[config.mk]
export PLATFORM = sky130hd
export DESIGN_NAME = dcadd_top
export DESIGN_NICKNAME = d
export VERILOG_FILES = /design/src/rtl/dcadd_pkg.sv /design/src/rtl/dcadd_scaler.sv /design/src/rtl/dcadd_row_stage.sv /design/src/rtl/dcadd_sequencer.sv /design/src/rtl/dcadd_top.sv
export SDC_FILE = /design/constraint.sdc
export NUM_CORES = 1
export LEC_CHECK = 0
export ABC_AREA = 1
export CORE_MARGIN = 8
export CORE_UTILIZATION = 50
export CTS_CLUSTER_SIZE = 24
export DETAILED_ROUTE_END_ITERATION = 6
export PLACE_DENSITY = 0.7
export RECOVER_POWER = 50
export SYNTH_ARGS = -nofsm -noshare
export SYNTH_HDL_FRONTEND = slang
export SYNTH_HIERARCHICAL = 1
export SYNTH_SLANG_ARGS = --single-unit
export TNS_END_PERCENT = 10
[constraint.sdc]
create_clock -name clk -period 8.9 [get_ports clk]
set_input_delay 0.89 -clock clk [delete_from_list [all_inputs] [get_ports clk]]
set_output_delay 0.89 -clock clk [all_outputs]
set_load 0.02 [all_outputs]
[src/rtl/dcadd_pkg.sv]
package dcadd_pkg;

    localparam int PIX_W = 8;
    localparam int PIX_MAX = (1 << PIX_W) - 1;

    typedef enum logic [1:0] {
        SZ_W8_H8 = 2'd0,
        SZ_W8_H4 = 2'd1,
        SZ_W4_H8 = 2'd2,
        SZ_W4_H4 = 2'd3
    } blk_size_e;

    typedef enum logic [1:0] {
        ST_IDLE   = 2'd0,
        ST_SCALE  = 2'd1,
        ST_STREAM = 2'd2
    } seq_state_e;

    // Offset split into an additive and a subtractive magnitude
    typedef struct packed {
        logic [PIX_W-1:0] add_mag;
        logic [PIX_W-1:0] sub_mag;
    } pix_offset_t;

    function automatic int rows_of(blk_size_e s);
        return (s == SZ_W8_H8 || s == SZ_W4_H8) ? 8 : 4;
    endfunction

    function automatic logic is_wide(blk_size_e s);
        return (s == SZ_W8_H8 || s == SZ_W8_H4);
    endfunction

    // one gain stage: multiply, add rounding term, arithmetic shift
    function automatic logic signed [31:0] gain_step(logic signed [31:0] x,
                                                     int mul, int rnd, int sh);
        logic signed [31:0] t;
        t = x * mul + rnd;
        return t >>> sh;
    endfunction

    function automatic logic [PIX_W-1:0] sat_offset(logic [PIX_W-1:0] p,
                                                    pix_offset_t o);
        logic [PIX_W:0]   up;
        logic [PIX_W-1:0] hi;
        up = {1'b0, p} + {1'b0, o.add_mag};
        hi = up[PIX_W] ? PIX_W'(PIX_MAX) : up[PIX_W-1:0];
        return (hi >= o.sub_mag) ? hi - o.sub_mag : '0;
    endfunction

endpackage

[src/rtl/dcadd_scaler.sv]
module dcadd_scaler
    import dcadd_pkg::*;
#(
    parameter int DC_W = 12
) (
    input  logic                   clk,
    input  logic                   rst,
    input  logic                   capture,
    input  logic signed [DC_W-1:0] dc_in,
    input  logic                   load,
    input  blk_size_e              size,
    output pix_offset_t            off_q
);
    logic signed [DC_W-1:0] dc_q;
    logic signed [31:0]     dc_ext, s1, s2, neg_s2;
    pix_offset_t            off_d;

    assign dc_ext = 32'(dc_q);

    always_comb begin
        unique case (size)
            SZ_W8_H8: begin
                s1 = gain_step(dc_ext, 3, 1, 1);
                s2 = gain_step(s1, 3, 16, 5);
            end
            SZ_W8_H4: begin
                s1 = gain_step(dc_ext, 3, 1, 1);
                s2 = gain_step(s1, 17, 64, 7);
            end
            SZ_W4_H8: begin
                s1 = gain_step(dc_ext, 17, 4, 3);
                s2 = gain_step(s1, 12, 64, 7);
            end
            default: begin
                s1 = gain_step(dc_ext, 17, 4, 3);
                s2 = gain_step(s1, 17, 64, 7);
            end
        endcase
        neg_s2 = -s2;
        off_d.add_mag = '0;
        off_d.sub_mag = '0;
        if (s2 > PIX_MAX)      off_d.add_mag = PIX_W'(PIX_MAX);
        else if (s2 > 0)       off_d.add_mag = s2[PIX_W-1:0];
        if (neg_s2 > PIX_MAX)  off_d.sub_mag = PIX_W'(PIX_MAX);
        else if (neg_s2 > 0)   off_d.sub_mag = neg_s2[PIX_W-1:0];
    end

    always_ff @(posedge clk) begin
        if (rst) begin
            dc_q  <= '0;
            off_q <= '0;
        end else begin
            if (capture) dc_q  <= dc_in;
            if (load)    off_q <= off_d;
        end
    end


    off_excl_chk: assert property (@(posedge clk) disable iff (rst)
        !(off_q.add_mag != '0 && off_q.sub_mag != '0));

endmodule

[src/rtl/dcadd_row_stage.sv]
module dcadd_row_stage
    import dcadd_pkg::*;
#(
    parameter int LANES = 8
) (
    input  logic                   clk,
    input  logic                   rst,
    input  logic                   accept,
    input  logic                   last_in,
    input  logic                   wide,
    input  pix_offset_t            off,
    input  logic [LANES*PIX_W-1:0] row_in,
    input  logic                   out_ready,
    output logic                   out_free,
    output logic                   out_valid,
    output logic                   out_last,
    output logic [LANES*PIX_W-1:0] out_data
);
    localparam int HALF = LANES / 2;
    localparam int ROW_W = LANES * PIX_W;

    logic [ROW_W-1:0] row_sum;

    generate
        for (genvar g = 0; g < LANES; g++) begin : g_lane
            if (g < HALF) begin : g_always
                assign row_sum[g*PIX_W +: PIX_W] = sat_offset(row_in[g*PIX_W +: PIX_W], off);
            end else begin : g_wide_only
                assign row_sum[g*PIX_W +: PIX_W] =
                    wide ? sat_offset(row_in[g*PIX_W +: PIX_W], off) : row_in[g*PIX_W +: PIX_W];
            end
        end
    endgenerate

    assign out_free = !out_valid || out_ready;

    always_ff @(posedge clk) begin
        if (rst) begin
            out_valid <= 1'b0;
            out_last  <= 1'b0;
            out_data  <= '0;
        end else if (accept) begin
            out_valid <= 1'b1;
            out_last  <= last_in;
            out_data  <= row_sum;
        end else if (out_ready) begin
            out_valid <= 1'b0;
        end
    end


    out_hold_chk: assert property (@(posedge clk) disable iff (rst)
        out_valid && !out_ready |=> out_valid && $stable(out_data) && $stable(out_last));


    accept_lat_chk: assert property (@(posedge clk) disable iff (rst)
        accept |=> out_valid);


    narrow_pass_chk: assert property (@(posedge clk) disable iff (rst)
        accept && !wide |=> out_data[ROW_W-1:HALF*PIX_W] == $past(row_in[ROW_W-1:HALF*PIX_W]));

endmodule

[src/rtl/dcadd_sequencer.sv]
module dcadd_sequencer
    import dcadd_pkg::*;
#(
    parameter int MAX_ROWS = 8
) (
    input  logic      clk,
    input  logic      rst,
    input  logic      cmd_valid,
    input  blk_size_e cmd_size,
    input  logic      row_in_valid,
    input  logic      out_free,
    output logic      cmd_ready,
    output logic      cmd_take,
    output logic      row_in_ready,
    output logic      scale_load,
    output logic      row_accept,
    output logic      row_is_last,
    output blk_size_e size_q
);
    localparam int CNT_W = $clog2(MAX_ROWS + 1);

    seq_state_e       st_q;
    logic [CNT_W-1:0] cnt_q, rows_lim;

    assign rows_lim     = CNT_W'(rows_of(size_q));
    assign cmd_ready    = (st_q == ST_IDLE);
    assign cmd_take     = cmd_ready && cmd_valid;
    assign scale_load   = (st_q == ST_SCALE);
    assign row_in_ready = (st_q == ST_STREAM) && out_free;
    assign row_accept   = row_in_valid && row_in_ready;
    assign row_is_last  = (cnt_q == rows_lim - 1'b1);

    always_ff @(posedge clk) begin
        if (rst) begin
            st_q   <= ST_IDLE;
            cnt_q  <= '0;
            size_q <= SZ_W8_H8;
        end else begin
            unique case (st_q)
                ST_IDLE: if (cmd_valid) begin
                    size_q <= cmd_size;
                    cnt_q  <= '0;
                    st_q   <= ST_SCALE;
                end
                ST_SCALE: st_q <= ST_STREAM;
                ST_STREAM: if (row_accept) begin
                    cnt_q <= cnt_q + 1'b1;
                    if (row_is_last) st_q <= ST_IDLE;
                end
                default: st_q <= ST_IDLE;
            endcase
        end
    end


    cmd_excl_chk: assert property (@(posedge clk) disable iff (rst)
        !(cmd_ready && row_in_ready));


    row_bound_chk: assert property (@(posedge clk) disable iff (rst)
        st_q == ST_STREAM |-> cnt_q < rows_lim);


    block_end_chk: assert property (@(posedge clk) disable iff (rst)
        row_accept && row_is_last |=> cmd_ready && !row_in_ready);

endmodule

[src/rtl/dcadd_top.sv]
module dcadd_top
    import dcadd_pkg::*;
#(
    parameter int DC_W  = 12,
    parameter int LANES = 8
) (
    input  logic                   clk,
    input  logic                   rst,
    input  logic                   cmd_valid,
    output logic                   cmd_ready,
    input  logic [DC_W-1:0]        cmd_dc,
    input  logic [1:0]             cmd_size,
    input  logic                   row_in_valid,
    output logic                   row_in_ready,
    input  logic [LANES*PIX_W-1:0] row_in_data,
    output logic                   row_out_valid,
    input  logic                   row_out_ready,
    output logic [LANES*PIX_W-1:0] row_out_data,
    output logic                   row_out_last
);
    localparam int MAX_ROWS = LANES;

    logic        cmd_take, scale_load, row_accept, row_is_last, out_free;
    blk_size_e   size_q;
    pix_offset_t offset;

    dcadd_sequencer #(.MAX_ROWS(MAX_ROWS)) u_seq (
        .clk          (clk),
        .rst          (rst),
        .cmd_valid    (cmd_valid),
        .cmd_size     (blk_size_e'(cmd_size)),
        .row_in_valid (row_in_valid),
        .out_free     (out_free),
        .cmd_ready    (cmd_ready),
        .cmd_take     (cmd_take),
        .row_in_ready (row_in_ready),
        .scale_load   (scale_load),
        .row_accept   (row_accept),
        .row_is_last  (row_is_last),
        .size_q       (size_q)
    );

    dcadd_scaler #(.DC_W(DC_W)) u_scale (
        .clk     (clk),
        .rst     (rst),
        .capture (cmd_take),
        .dc_in   (signed'(cmd_dc)),
        .load    (scale_load),
        .size    (size_q),
        .off_q   (offset)
    );

    dcadd_row_stage #(.LANES(LANES)) u_rows (
        .clk       (clk),
        .rst       (rst),
        .accept    (row_accept),
        .last_in   (row_is_last),
        .wide      (is_wide(size_q)),
        .off       (offset),
        .row_in    (row_in_data),
        .out_ready (row_out_ready),
        .out_free  (out_free),
        .out_valid (row_out_valid),
        .out_last  (row_out_last),
        .out_data  (row_out_data)
    );

endmodule

==> After elaboration in Yosys (flattened, before gate mapping) <==
Cells that the tools add are included.
{ "totals": {"out_inout_bits": 68, "input_bits": 83, "ff_bits": 102} }
{ "op_classes": {"n_reduce_logical": 14, "muxes": 35, "multipliers": 6, "eq_ne": 8, "add_sub_neg": 25, "order_cmp": 12} }
{ "op_table": {"columns": ["operator", "n"], "rows": [
  ["2-to-1 mux 8 bit", 24],
  ["adder 32 x 8 -> 32 bit (second input constant)", 3],
  ["one-hot mux 32 bit (3 select lines)", 1],
  ["adder 8 x 8 -> 9 bit", 8],
  [">= comparator 8 bit", 8],
  ["> comparator 32 x 1 -> 1 bit (second input constant)", 2],
  ["> comparator 32 x 9 -> 1 bit (second input constant)", 2],
  ["subtractor 8 bit", 8],
  ["adder 32 x 6 -> 32 bit (second input constant)", 1],
  ["multiplier 29 x 6 -> 32 bit (second input constant)", 1],
  ["negation 32 bit", 1],
  ["multiplier 29 x 3 -> 30 bit (second input constant)", 1],
  ["multiplier 15 x 6 -> 21 bit (second input constant)", 1],
  ["adder 18 x 4 -> 19 bit (second input constant)", 1],
  ["multiplier 12 x 6 -> 18 bit (second input constant)", 1],
  ["multiplier 15 x 3 -> 18 bit (second input constant)", 1],
  ["adder 15 x 2 -> 16 bit (second input constant)", 1],
  ["multiplier 12 x 3 -> 15 bit (second input constant)", 1],
  ["2-to-1 mux 4 bit", 3],
  ["one-hot mux 4 bit (2 select lines)", 1],
  ["2-to-1 mux 2 bit", 3],
  ["one-hot mux 2 bit (3 select lines)", 1],
  ["AND reduction 3 bit", 2],
  ["adder 4 x 1 -> 4 bit (second input constant)", 1],
  ["other kinds (13)", 23]
]} }

==> Logic depth before layout (Yosys ltp) <==
Gate-level depths: netlist of the first run.
{ "depth": {"ltp_word": 9, "mapped_depth": 52} }

==> Cells and area by module <==
The synthesis of the first run kept the hierarchy.
{ "modules_own_cells": {"columns": ["mod", "cells_each", "area_per_inst_um2", "n_inst"], "rows": [
  ["dcadd_row_stage", 1516, 9160.0, 1],
  ["dcadd_scaler", 1437, 8997.4, 1],
  ["dcadd_sequencer", 60, 412.9, 1],
  ["dcadd_top", 1, 3.8, 1]
]} }

==> Worst setup path after synthesis of the first run <==
No wires, ideal clock.
{ "synth_timing": {"kind": "reg-to-reg", "start": "register u_scale.dc_q[4]", "end": "register u_scale/off_q[0] (netlist bit)", "t_arrival_ns": 6.079, "period_less_slack_ns": 6.191, "path_buffers": 0, "setup_ns": 0.112, "t_required_ns": 8.788, "stages_incl_launch_ff": 50, "setup_slack_ns": 2.709, "cell_sequence": "dfxtp_1 > ha_1 > ha_1 > ha_1 > nand2_1 > inv_1 > a221oi_1 > nand2_1 > nand2_1 > nand2_1 > a21oi_1 > inv_1 > nand2_1 > inv_1 > nor2_1 > o21bai_1 > nand2_1 > inv_1 > (+14 left out) > a21oi_1 > o21ai_0 > nor2_1 > nor2_1 > nand2_1 > nand3_2 > inv_2 > nand2_1 > nor2_1 > nand2_2 > nand2_1 > nand2_2 > nor2_4 > nand2_2 > nand2_2 > nand2_4 > o21ai_2 > inv_1"} }
{ "synth_between": {"elab_chain_cells": 9} }
{ "synth_rtl": {"columns": ["item", "line_no", "source"], "rows": [
  ["start, declared", "dcadd_scaler.sv:14", "logic signed [DC_W-1:0] dc_q;"],
  ["start signal, assigned", "dcadd_scaler.sv:53", "if (capture) dc_q <= dc_in;"],
  ["multiplier 12 x 6 -> 18 bit or multiplier 12 x 3 -> 15 bit (tied branches)", "dcadd_pkg.sv:37", "t = x * mul + rnd;"],
  ["adder 18 x 4 -> 19 bit or adder 15 x 2 -> 16 bit (tied branches)", "dcadd_pkg.sv:37", null],
  ["multiplier 29 x 6 -> 32 bit (tied with other cells)", "dcadd_pkg.sv:37", null],
  ["adder 32 x 8 -> 32 bit or adder 32 x 6 -> 32 bit (tied branches)", "dcadd_pkg.sv:37", null],
  ["one-hot mux 32 bit (3 select lines) *", "dcadd_scaler.sv:21", "unique case (size)"],
  ["negation 32 bit *", "dcadd_scaler.sv:39", "neg_s2 = -s2;"],
  ["> comparator 32 x 1 -> 1 bit", "dcadd_scaler.sv:45", "else if (neg_s2 > 0) off_d.sub_mag = neg_s2[PIX_W-1:0];"],
  ["2-to-1 mux 8 bit", "dcadd_scaler.sv:45", null],
  ["2-to-1 mux 8 bit *", "dcadd_scaler.sv:44", "if (neg_s2 > PIX_MAX) off_d.sub_mag = PIX_W'(PIX_MAX);"],
  ["end signal, assigned", "dcadd_scaler.sv:51", "off_q <= '0;"],
  ["end signal, assigned", "dcadd_scaler.sv:54", "if (load) off_q <= off_d;"],
  ["end, declared", "dcadd_scaler.sv:12", "output pix_offset_t off_q"]
]} }
Mark *: on every way between the ends. The rest lies on a longest branch, timed or not.
A chain may end at the register's enable or synchronous reset.

==> Worst setup path in the final report of the first run <==
{ "layout_timing": {"start": "register u_scale.dc_q[8]", "end": "register u_scale/off_q[7] (netlist bit)"} }
Same word-level chain as after synthesis.

==> report_table.html, run 1 <==
<table>
<tr><th>Metric</th><th>Value</th></tr>
<tr><th colspan="2">Status</th></tr>
<tr><td>Outcome</td><td>finished with violations</td></tr>
<tr><td>Violations in the final reports</td><td>max-capacitance violations, max-slew violations</td></tr>
<tr><th colspan="2">Cells and area</th></tr>
<tr><td>Number of standard cells in the layout, taps in and fillers out</td><td>3624</td></tr>
<tr><td>Number of filler cells placed in the layout</td><td>approximately 3700</td></tr>
<tr><td>Layout overhead on the synthesized area</td><td>12.4%</td></tr>
<tr><td>Area of the multi-input gates</td><td>14500 µm²</td></tr>
<tr><td>Ratio of cells with drive above 1 in the final layout</td><td>7.07%</td></tr>
<tr><td>Area of all sequential standard cells</td><td>about 2000 µm²</td></tr>
<tr><td>Count of nets after finishing</td><td>3593</td></tr>
<tr><td>Total inserted antenna cells</td><td>0</td></tr>
<tr><th colspan="2">Placed design</th></tr>
<tr><td>Minimum setup slack after placement</td><td>1780 ps</td></tr>
<tr><td>Number of instances in the placed design</td><td>3608</td></tr>
<tr><td>Detailed-placement wirelength estimate</td><td>about 45000 µm</td></tr>
<tr><td>Global placement routability congestion</td><td>~0.95</td></tr>
<tr><td>PortBufs</td><td>150</td></tr>
<tr><th colspan="2">Timing</th></tr>
<tr><td>Max Fclk</td><td>0.139 GHz</td></tr>
<tr><td>Final-layout worst hold slack</td><td>roughly 460 ps</td></tr>
<tr><td>Time the worst path needs with I/O delays and setup</td><td>around 7200 ps</td></tr>
<tr><td>Clock skew after layout</td><td>roughly 11 ps</td></tr>
<tr><td>Aggregate negative setup slack</td><td>0 ps</td></tr>
<tr><td>Unrepaired setup endpoints after global routing</td><td>false</td></tr>
<tr><td>Share of the clock period used by the worst path</td><td>between 80% and 90%</td></tr>
<tr><td>Setup-violating endpoint count in the final report</td><td>0</td></tr>
<tr><td>Fin. Hold Viols</td><td>0</td></tr>
<tr><td>Final Max Slew Viols</td><td>44</td></tr>
<tr><td>Actual slew at the worst max-slew pin</td><td>2100 ps</td></tr>
<tr><td>Worst Setup Slack, final</td><td>approximately 1700 ps</td></tr>
<tr><td>Relative max-transition margin</td><td>-39.8%</td></tr>
<tr><th colspan="2">Worst setup path</th></tr>
<tr><td>Worst EP required</td><td>~9200 ps</td></tr>
<tr><td>Max stage delay on crit path</td><td>750 ps</td></tr>
<tr><td>Classification of the worst setup path</td><td>reg2reg</td></tr>
<tr><td>Critical path launch point</td><td>u_scale/dc_q[8]$_SDFFE_PP0P_</td></tr>
<tr><td>Kind of end point of the critical path</td><td>flip-flop</td></tr>
<tr><td>Startpoint class of the critical path</td><td>flip-flop</td></tr>
<tr><td>Worst reg2reg startpoint</td><td>u_scale/dc_q[8]$_SDFFE_PP0P_</td></tr>
<tr><td>Peak fanout along the critical path</td><td>5</td></tr>
<tr><td>Max stage delay cell, worst path</td><td>sky130_fd_sc_hd__nor3_1</td></tr>
<tr><td>R2R Setup Slk</td><td>roughly 1700 ps</td></tr>
<tr><td>Setup crit end</td><td>u_scale/off_q[7]$_SDFFE_PP0P_</td></tr>
<tr><td>Worst path most repeated cell</td><td>sky130_fd_sc_hd__nand2_1</td></tr>
<tr><td>Arrival time of the worst setup path</td><td>7460 ps</td></tr>
<tr><td>Worst Reg2Reg Path Length in Cells</td><td>slightly below 50</td></tr>
<tr><td>End of the worst register-to-register path</td><td>u_scale/off_q[7]$_SDFFE_PP0P_</td></tr>
<tr><th colspan="2">Clocking</th></tr>
<tr><td>CTS Buf Count</td><td>9</td></tr>
<tr><td>Maximum buffer depth of the clock tree</td><td>2</td></tr>
<tr><td>Post_cts resized</td><td>0</td></tr>
<tr><td>Total number of clock tree sinks</td><td>just over 100</td></tr>
<tr><td>Post-CTS clock slew at the launch and capture registers of the worst setup and hold paths</td><td>about 70 ps</td></tr>
<tr><td>Post-CTS Hold Fix Bufs</td><td>0</td></tr>
<tr><td>Total setup buffers inserted after CTS</td><td>0</td></tr>
<tr><td>Total number of H-tree levels</td><td>3</td></tr>
<tr><td>Clock latency on the worst-skew pair</td><td>roughly 380 ps</td></tr>
<tr><td>Cell chosen for the clock root</td><td>sky130_fd_sc_hd__clkbuf_16</td></tr>
<tr><td>Clock tree from TritonCTS</td><td>done</td></tr>
<tr><th colspan="2">Drt</th></tr>
<tr><td>Drt first-iter violations</td><td>about 1200</td></tr>
<tr><td>Via density per instance</td><td>about 5.4</td></tr>
<tr><td>DRC violation count after routing</td><td>0</td></tr>
<tr><td>Total routed wirelength</td><td>approximately 56000 µm</td></tr>
<tr><td>Post-route ant nets</td><td>0</td></tr>
<tr><td>Pre-antenna DRT Iters</td><td>6</td></tr>
<tr><td>Routed wirelength normalized by instance count</td><td>15.6 µm</td></tr>
<tr><td>Via total after detailed routing</td><td>roughly 20000</td></tr>
<tr><th colspan="2">GRT</th></tr>
<tr><td>Overall Global Routing Usage</td><td>about a quarter</td></tr>
<tr><td>Antenna violations before repair</td><td>2</td></tr>
<tr><td>Largest net degree at the start of global routing</td><td>between 50 and 60</td></tr>
<tr><td>GRT Residual Overflow</td><td>0</td></tr>
<tr><td>GR met3 Demand/Resource</td><td>3.64%</td></tr>
<tr><td>Met1 global-route usage</td><td>33.4%</td></tr>
<tr><td>Global-route layer with the greatest usage</td><td>met2</td></tr>
<tr><td>GR met2 Demand/Resource</td><td>around 43%</td></tr>
<tr><td>Via count of the first global-routing pass</td><td>between 15000 and 20000</td></tr>
<tr><td>Wire length of the first global-routing pass</td><td>91700 µm</td></tr>
<tr><th colspan="2">Run</th></tr>
<tr><td>Max capacitance violation total</td><td>1</td></tr>
<tr><th colspan="2">Synthesis</th></tr>
<tr><td>Flops &amp; latches, synth</td><td>between 100 and 150</td></tr>
<tr><td>Syn nets</td><td>approximately 3500</td></tr>
<tr><td>Top_reg_cell synth</td><td>sky130_fd_sc_hd__dfxtp_1</td></tr>
<tr><td>Number of flops mapped to enable cells by yosys</td><td>0</td></tr>
<tr><td>Number of distinct library cells after synthesis</td><td>50</td></tr>
<tr><td>Sequential cell area fraction in the yosys report</td><td>around 11%</td></tr>
<tr><td>Post-Syn Area</td><td>approximately 19000 µm²</td></tr>
<tr><td>Number of warnings issued by yosys</td><td>6</td></tr>
<tr><td>Synthesized instance count</td><td>3014</td></tr>
<tr><td>Fraction of registers with async set or reset after synthesis</td><td>0%</td></tr>
<tr><td>Average cell area after synthesis</td><td>between 6 and 7 µm²</td></tr>
<tr><th colspan="2">Floorplan</th></tr>
<tr><td>Initial standard-cell utilization of the core</td><td>50.7%</td></tr>
<tr><td>Die Width</td><td>roughly 210 µm</td></tr>
<tr><td>Height of the die</td><td>209 µm</td></tr>
<tr><td>Area of the core</td><td>~37000 µm²</td></tr>
<tr><td>Number of primary I/O pins</td><td>approximately 150</td></tr>
<tr><td>Num rows</td><td>70</td></tr>
<tr><td>Floorplan die area</td><td>approximately 44000 µm²</td></tr>
<tr><th colspan="2">Power and ir drop</th></tr>
<tr><td>Power per unit of standard cell area</td><td>239 nW/µm²</td></tr>
<tr><td>VDD IR-drop max</td><td>0.142 mV</td></tr>
<tr><td>Final Power</td><td>~5000 µW</td></tr>
<tr><td>Leakage</td><td>0.0121 µW</td></tr>
<tr><th colspan="2">Hold path</th></tr>
<tr><td>Startpoint of the most critical hold path</td><td>u_rows/out_data[11]$_SDFFE_PP0P_</td></tr>
<tr><td>HP Class</td><td>reg2reg</td></tr>
</table>
==> metrics by stage <==
stage	utilization, %	instance area (µm²)
floorplan	-	18600
global placement	56.2	20600
detailed placement	56.2	20600
CTS	57.1	20900
global route	57.0	20900
finish	57.0	20900
==> cells in the final DEF, fill, tap and decap left out, drive strengths merged, types with 48 or more instances in the layout <==
cell type / instances
nand2: 897
inv: 497
ha: 335
nor2: 294
nand3: 238
a21oi: 207
o21ai: 127
dfxtp: 102
clkdlybuf4s50: 82
nand4: 69
dlygate4sd3: 68
xor2: 48
==> cells in the mapped netlist (22+ instances only) <==
cell type	number	area [µm²]
sky130_fd_sc_hd__xnor2_1	22	193
sky130_fd_sc_hd__fa_1	24	480
sky130_fd_sc_hd__inv_2	32	120
sky130_fd_sc_hd__a21oi_1	196	981
sky130_fd_sc_hd__ha_1	335	4190
sky130_fd_sc_hd__nand2_2	59	369
sky130_fd_sc_hd__nand3_1	207	1040
sky130_fd_sc_hd__dfxtp_1	102	2040
sky130_fd_sc_hd__o21bai_1	22	165
sky130_fd_sc_hd__nor2_2	24	150
sky130_fd_sc_hd__nand3_2	29	290
sky130_fd_sc_hd__nand2_1	832	3120
sky130_fd_sc_hd__o21ai_0	115	576
sky130_fd_sc_hd__inv_1	463	1740
sky130_fd_sc_hd__nor2_1	262	983
sky130_fd_sc_hd__xor2_1	48	420
sky130_fd_sc_hd__nand4_1	64	400
==> routing by layer <==
metal	vias to the layer above	share of wire, %
li1	10000	-
met1	8823	46
met2	569	45
met3	99	6.5
met4	4	2.7
met5	-	0.039
==> how the worst min path moves through the flow <==
stage,to,slack (ps),cells past startpoint
after detailed placement,u_rows/out_data[11]$_SDFFE_PP0P_,460,2
after floorplan,u_seq/cnt_q[1]$_SDFFE_PP0P_,470,2
after global placement,u_rows/out_data[19]$_SDFFE_PP0P_,450,2
after CTS,u_rows/out_data[11]$_SDFFE_PP0P_,470,2
after global routing,u_rows/out_data[2]$_SDFFE_PP0P_,490,2
final,u_rows/out_data[11]$_SDFFE_PP0P_,460,2
==> critical path, delay by kind of cell (launching register included) <==
family                   cells  cell delay, ps
adder cells (fa/ha/maj)      7            2230
AND/OR/NAND/NOR             26            2810
buffers and inverters        8             450
AO/OA/AOI/OAI                8            1190
flip-flops                   1             420
==> cells by family (layout without fill, tap and decap cells) <==
logic type | Yosys count | after routing | synth area share [%]
simple gates | 1536 | 1536 | 36.9
buf+inv | 538 | 680 | 11.0
compound gates | 409 | 409 | 12.7
fa+ha+maj | 359 | 359 | 25.2
flops | 102 | 102 | 11.0
xor+xnor | 70 | 70 | 3.30
==> flip-flops by register name, summed over array words and instances (netlist names) <==
register          flops
u_rows/out_data      64
u_rows/out_last       1
u_rows/out_valid      1
u_scale/dc_q         12
u_scale/off_q        16
u_seq/cnt_q           4
u_seq/size_q          2
u_seq/st_q            2
==> report_power, final <==
group | leakage [µW] | total (µW) | internal (µW) | switching [µW]
clock | 0.000150 | 450 | 248 | 202
sequential | 0.000831 | 567 | 501 | 65.5
combinational | 0.0111 | 3980 | 1380 | 2600
==> final cells by class <==
class | count | area share, %
multi-input combinational | 2374 | 69.4
sequential | 102 | 9.78
inverter | 507 | 9.13
timing repair buffer | 157 | 7.42
tap | 468 | 2.80
clock buffer | 11 | 1.11
clock inverter | 5 | 0.390
No activity file was read; power rests on OpenSTA's default activity.
==> run 2: changes to the inputs <==
--- a/config.mk
+++ b/config.mk
@@ -10,7 +10,7 @@
 export CORE_UTILIZATION = 50
 export CTS_CLUSTER_SIZE = 24
 export DETAILED_ROUTE_END_ITERATION = 6
-export PLACE_DENSITY = 0.7
+export PLACE_DENSITY = 0.73
 export RECOVER_POWER = 50
 export SYNTH_ARGS = -nofsm -noshare
 export SYNTH_HDL_FRONTEND = slang
==> constraint.sdc (replaced) <==
create_clock -name clk -period 6.2 [get_ports clk]
set_input_delay 0.62 -clock clk [delete_from_list [all_inputs] [get_ports clk]]
set_output_delay 0.62 -clock clk [all_outputs]
set_load 0.02 [all_outputs]
==> run 2 against run 1 <==
The run now ends clean. Clock skew hardly changed. Flip-flop and latch count stayed put. First-iteration DRC count is 13% higher. Register-to-register slack worse by 1600 ps. Critical path type unchanged. Largest power group unchanged.
==> report_table.html, run 2 (synthesis gave the netlist of run 1 again) <==
<table>
<tr><th>Metric</th><th>Value</th></tr>
<tr><th colspan="2">Placed design</th></tr>
<tr><td>Global placement routability congestion</td><td>0.949 (was 0.948)</td></tr>
<tr><td>Detailed-placement wirelength estimate</td><td>46200 µm (was 45400 µm)</td></tr>
<tr><td>PortBufs</td><td>150 (unchanged)</td></tr>
<tr><td>Minimum setup slack after placement</td><td>-207 ps (was 1780 ps)</td></tr>
<tr><th colspan="2">Drt</th></tr>
<tr><td>Via density per instance</td><td>5.39 (was 5.38)</td></tr>
<tr><td>Post-route ant nets</td><td>0 (unchanged)</td></tr>
<tr><td>Drt first-iter violations</td><td>1390 (was 1233)</td></tr>
<tr><td>Pre-antenna DRT Iters</td><td>5 (was 6)</td></tr>
<tr><td>Total routed wirelength</td><td>57700 µm (was 56400 µm)</td></tr>
<tr><td>Via total after detailed routing</td><td>19900 (was 19500)</td></tr>
<tr><td>Routed wirelength normalized by instance count</td><td>15.7 µm (was 15.6 µm)</td></tr>
<tr><td>DRC violation count after routing</td><td>0 (unchanged)</td></tr>
<tr><th colspan="2">GRT</th></tr>
<tr><td>Overall Global Routing Usage</td><td>25.4% (about the same)</td></tr>
<tr><td>Wire length of the first global-routing pass</td><td>92500 µm (was 91700 µm)</td></tr>
<tr><td>Largest net degree at the start of global routing</td><td>52 (was 58)</td></tr>
<tr><td>Via count of the first global-routing pass</td><td>18800 (was 18400)</td></tr>
<tr><td>GRT Residual Overflow</td><td>0 (unchanged)</td></tr>
<tr><td>Antenna violations before repair</td><td>2 (unchanged)</td></tr>
<tr><th colspan="2">Worst setup path</th></tr>
<tr><td>Startpoint class of the critical path</td><td>flip-flop (unchanged)</td></tr>
<tr><td>Arrival time of the worst setup path</td><td>6350 ps (was 7460 ps)</td></tr>
<tr><td>Classification of the worst setup path</td><td>reg2reg (unchanged)</td></tr>
<tr><td>WP buf/inv</td><td>2 (was 8)</td></tr>
<tr><td>Kind of end point of the critical path</td><td>flip-flop (unchanged)</td></tr>
<tr><td>Max stage delay cell, worst path</td><td>sky130_fd_sc_hd__xor2_1 (was sky130_fd_sc_hd__nor3_1)</td></tr>
<tr><td>Crit-path leading delay family</td><td>adder cells (was simple AND/OR/NAND/NOR gates)</td></tr>
<tr><td>Worst Reg2Reg Path Length in Cells</td><td>33 (was 49)</td></tr>
<tr><td>R2R Setup Slk</td><td>120 ps (was 1710 ps)</td></tr>
<tr><td>Critical path depth in cells</td><td>33 (was 49)</td></tr>
<tr><td>Worst EP required</td><td>6470 ps (was 9170 ps)</td></tr>
<tr><td>Peak fanout along the critical path</td><td>5 (unchanged)</td></tr>
<tr><td>Max stage delay on crit path</td><td>540 ps (was 750 ps)</td></tr>
<tr><th colspan="2">Timing</th></tr>
<tr><td>Worst Setup Slack, final</td><td>120 ps (was 1710 ps)</td></tr>
<tr><td>Aggregate negative setup slack</td><td>0 ps (unchanged)</td></tr>
<tr><td>Share of the clock period used by the worst path</td><td>98.1% (was 80.8%)</td></tr>
<tr><td>Relative max-transition margin</td><td>27.6% (was -39.8%)</td></tr>
<tr><td>Time the worst path needs with I/O delays and setup</td><td>6080 ps (was 7190 ps)</td></tr>
<tr><td>Setup-violating endpoint count in the final report</td><td>0 (unchanged)</td></tr>
<tr><td>Fin. Hold Viols</td><td>0 (unchanged)</td></tr>
<tr><td>Final Max Slew Viols</td><td>0 (was 44)</td></tr>
<tr><td>Unrepaired setup endpoints after global routing</td><td>true (was false)</td></tr>
<tr><td>Actual slew at the worst max-slew pin</td><td>1080 ps (was 2100 ps)</td></tr>
<tr><td>Clock skew after layout</td><td>11.6 ps (was 11.3 ps)</td></tr>
<tr><td>Max Fclk</td><td>0.164 GHz (was 0.139 GHz)</td></tr>
<tr><th colspan="2">Clocking</th></tr>
<tr><td>Cell chosen for the clock root</td><td>sky130_fd_sc_hd__clkbuf_16 (unchanged)</td></tr>
<tr><td>Post-CTS Hold Fix Bufs</td><td>0 (unchanged)</td></tr>
<tr><td>Maximum buffer depth of the clock tree</td><td>2 (unchanged)</td></tr>
<tr><td>Clock latency on the worst-skew pair</td><td>370 ps (was 380 ps)</td></tr>
<tr><td>Total number of H-tree levels</td><td>3 (unchanged)</td></tr>
<tr><td>Post-CTS clock slew at the launch and capture registers of the worst setup and hold paths</td><td>90 ps (was 70 ps)</td></tr>
<tr><td>Total number of clock tree sinks</td><td>102 (unchanged)</td></tr>
<tr><td>Clock tree from TritonCTS</td><td>done (unchanged)</td></tr>
<tr><td>CTS Buf Count</td><td>9 (unchanged)</td></tr>
<tr><th colspan="2">Cells and area</th></tr>
<tr><td>Ratio of cells with drive above 1 in the final layout</td><td>13.0% (was 7.07%)</td></tr>
<tr><td>Commonest cells after routing, fill and taps aside</td><td>812 x sky130_fd_sc_hd__nand2_1, 455 x sky130_fd_sc_hd__inv_1, 301 x sky130_fd_sc_hd__ha_1, 240 x sky130_fd_sc_hd__nor2_1, 199 x sky130_fd_sc_hd__nand3_1 (was 833 x sky130_fd_sc_hd__nand2_1, 464 x sky130_fd_sc_hd__inv_1, 335 x sky130_fd_sc_hd__ha_1, 262 x sky130_fd_sc_hd__nor2_1, 207 x sky130_fd_sc_hd__nand3_1)</td></tr>
<tr><td>Count of nets after finishing</td><td>3651 (was 3593)</td></tr>
<tr><td>Commonest non-fill, non-tap cell in the layout</td><td>sky130_fd_sc_hd__nand2_1 (unchanged)</td></tr>
<tr><td>Final standard cell utilization of the core</td><td>60.6% (was 57.0%)</td></tr>
<tr><td>Most flop-heavy register</td><td>u_rows/out_data (unchanged)</td></tr>
<tr><td>Biggest regs</td><td>u_rows/out_data: 64 flops, u_scale/off_q: 16 flops, u_scale/dc_q: 12 flops (unchanged)</td></tr>
<tr><td>Layout overhead on the synthesized area</td><td>19.4% (was 12.4%)</td></tr>
<tr><td>Number of flip-flops under the largest register name</td><td>64 (unchanged)</td></tr>
<tr><th colspan="2">Floorplan</th></tr>
<tr><td>Floorplan die area</td><td>43600 µm² (unchanged)</td></tr>
<tr><td>Num rows</td><td>70 (unchanged)</td></tr>
<tr><td>Die Width</td><td>209 µm (unchanged)</td></tr>
<tr><td>Area of the core</td><td>36600 µm² (unchanged)</td></tr>
<tr><td>Initial standard-cell utilization of the core</td><td>50.7% (unchanged)</td></tr>
<tr><td>Height of the die</td><td>209 µm (unchanged)</td></tr>
<tr><td>Number of primary I/O pins</td><td>151 (unchanged)</td></tr>
<tr><th colspan="2">Power and ir drop</th></tr>
<tr><td>VDD IR-drop max</td><td>0.171 mV (was 0.142 mV)</td></tr>
<tr><td>Leakage</td><td>0.0124 µW (was 0.0121 µW)</td></tr>
<tr><td>Power per unit of standard cell area</td><td>342 nW/µm² (was 239 nW/µm²)</td></tr>
<tr><th colspan="2">Hold path</th></tr>
<tr><td>HP Class</td><td>reg2reg (unchanged)</td></tr>
<tr><td>Worst Hold Depth</td><td>2 (unchanged)</td></tr>
<tr><th colspan="2">Run</th></tr>
<tr><td>Max capacitance violation total</td><td>0 (was 1)</td></tr>
<tr><th colspan="2">Status</th></tr>
<tr><td>Outcome</td><td>complete, no violations (was finished with violations)</td></tr>
</table>
## run 2: cell types whose count changed in the layout (fill, tap and decap cells not counted), moves of 12 or more
| cell | delta |
|---|---|
| sky130_fd_sc_hd__ha_1 | -34 |
| sky130_fd_sc_hd__ha_4 | +33 |
| sky130_fd_sc_hd__buf_4 | +58 |
| sky130_fd_sc_hd__a21oi_2 | +13 |
| sky130_fd_sc_hd__nor2_1 | -22 |
| sky130_fd_sc_hd__nor2_2 | +12 |
| sky130_fd_sc_hd__nand2_2 | +15 |
| sky130_fd_sc_hd__a21oi_1 | -15 |
| sky130_fd_sc_hd__nand2_1 | -21 |
## run 2: path summary, 6_finish.rpt
path                                       to                             start
max             u_scale/off_q[0]$_SDFFE_PP0P_     u_scale/dc_q[11]$_SDFFE_PP0P_
max reg2reg     u_scale/off_q[0]$_SDFFE_PP0P_     u_scale/dc_q[11]$_SDFFE_PP0P_
min reg2reg  u_rows/out_data[17]$_SDFFE_PP0P_  u_rows/out_data[17]$_SDFFE_PP0P_
min          u_rows/out_data[17]$_SDFFE_PP0P_  u_rows/out_data[17]$_SDFFE_PP0P_
## run 2: layout make-up
cell class | instances | area (µm²)
Clock buffer | 10 | 239
Fill cell | 3481 | 14400
Tap cell | 468 | 586
Multi-Input combinational cell | 2374 | 15300
Antenna cell | 1 | 2.50
Sequential cell | 102 | 2060
Inverter | 507 | 1910
Clock inverter | 6 | 75.1
Timing Repair Buffer | 215 | 1990
## run 2: metal layers
layer	track usage (%)	vias to the layer above	wire length, µm
met5	0	-	0
met4	6.32	0	1400
met3	3.35	98	3160
met2	42.8	568	26400
met1	33.9	9045	26800
li1	-	10200	-
## run 2: stage by stage
step,hold slack (ps),instances,total power (µW),area [µm²]
final,461,3683,7590,22200
after global routing,482,3682,8380,22200
after CTS,466,3673,7250,21300
after detailed placement,454,3657,6550,20900
after global placement,452,3657,6450,20900
after floorplan,470,3014,5080,18600
## run 2: what timing repair did
item	CTS	global route
setup endpoints to repair	16	16
endpoints found under the hold margin	0	0
pin swaps	2	69
setup buffers	0	9
resized for setup	15	161
## run 2: power breakdown
group          switching [µW]  internal, µW  total [µW]
Combinational            3920          2230        6150
Sequential               92.3           721         813
Clock                     303           332         635
Total                    4310          3280        7590
## run 2: worst register-to-register path, delay by kind of cell (launching register included)
| family | cells | cell delay, ps |
|---|---|---|
| flip-flops | 1 | 500 |
| AO/OA/AOI/OAI | 6 | 870 |
| buffers and inverters | 2 | 220 |
| adder cells (fa/ha/maj) | 7 | 2130 |
| AND/OR/NAND/NOR | 17 | 1720 |
| XOR/XNOR | 1 | 540 |
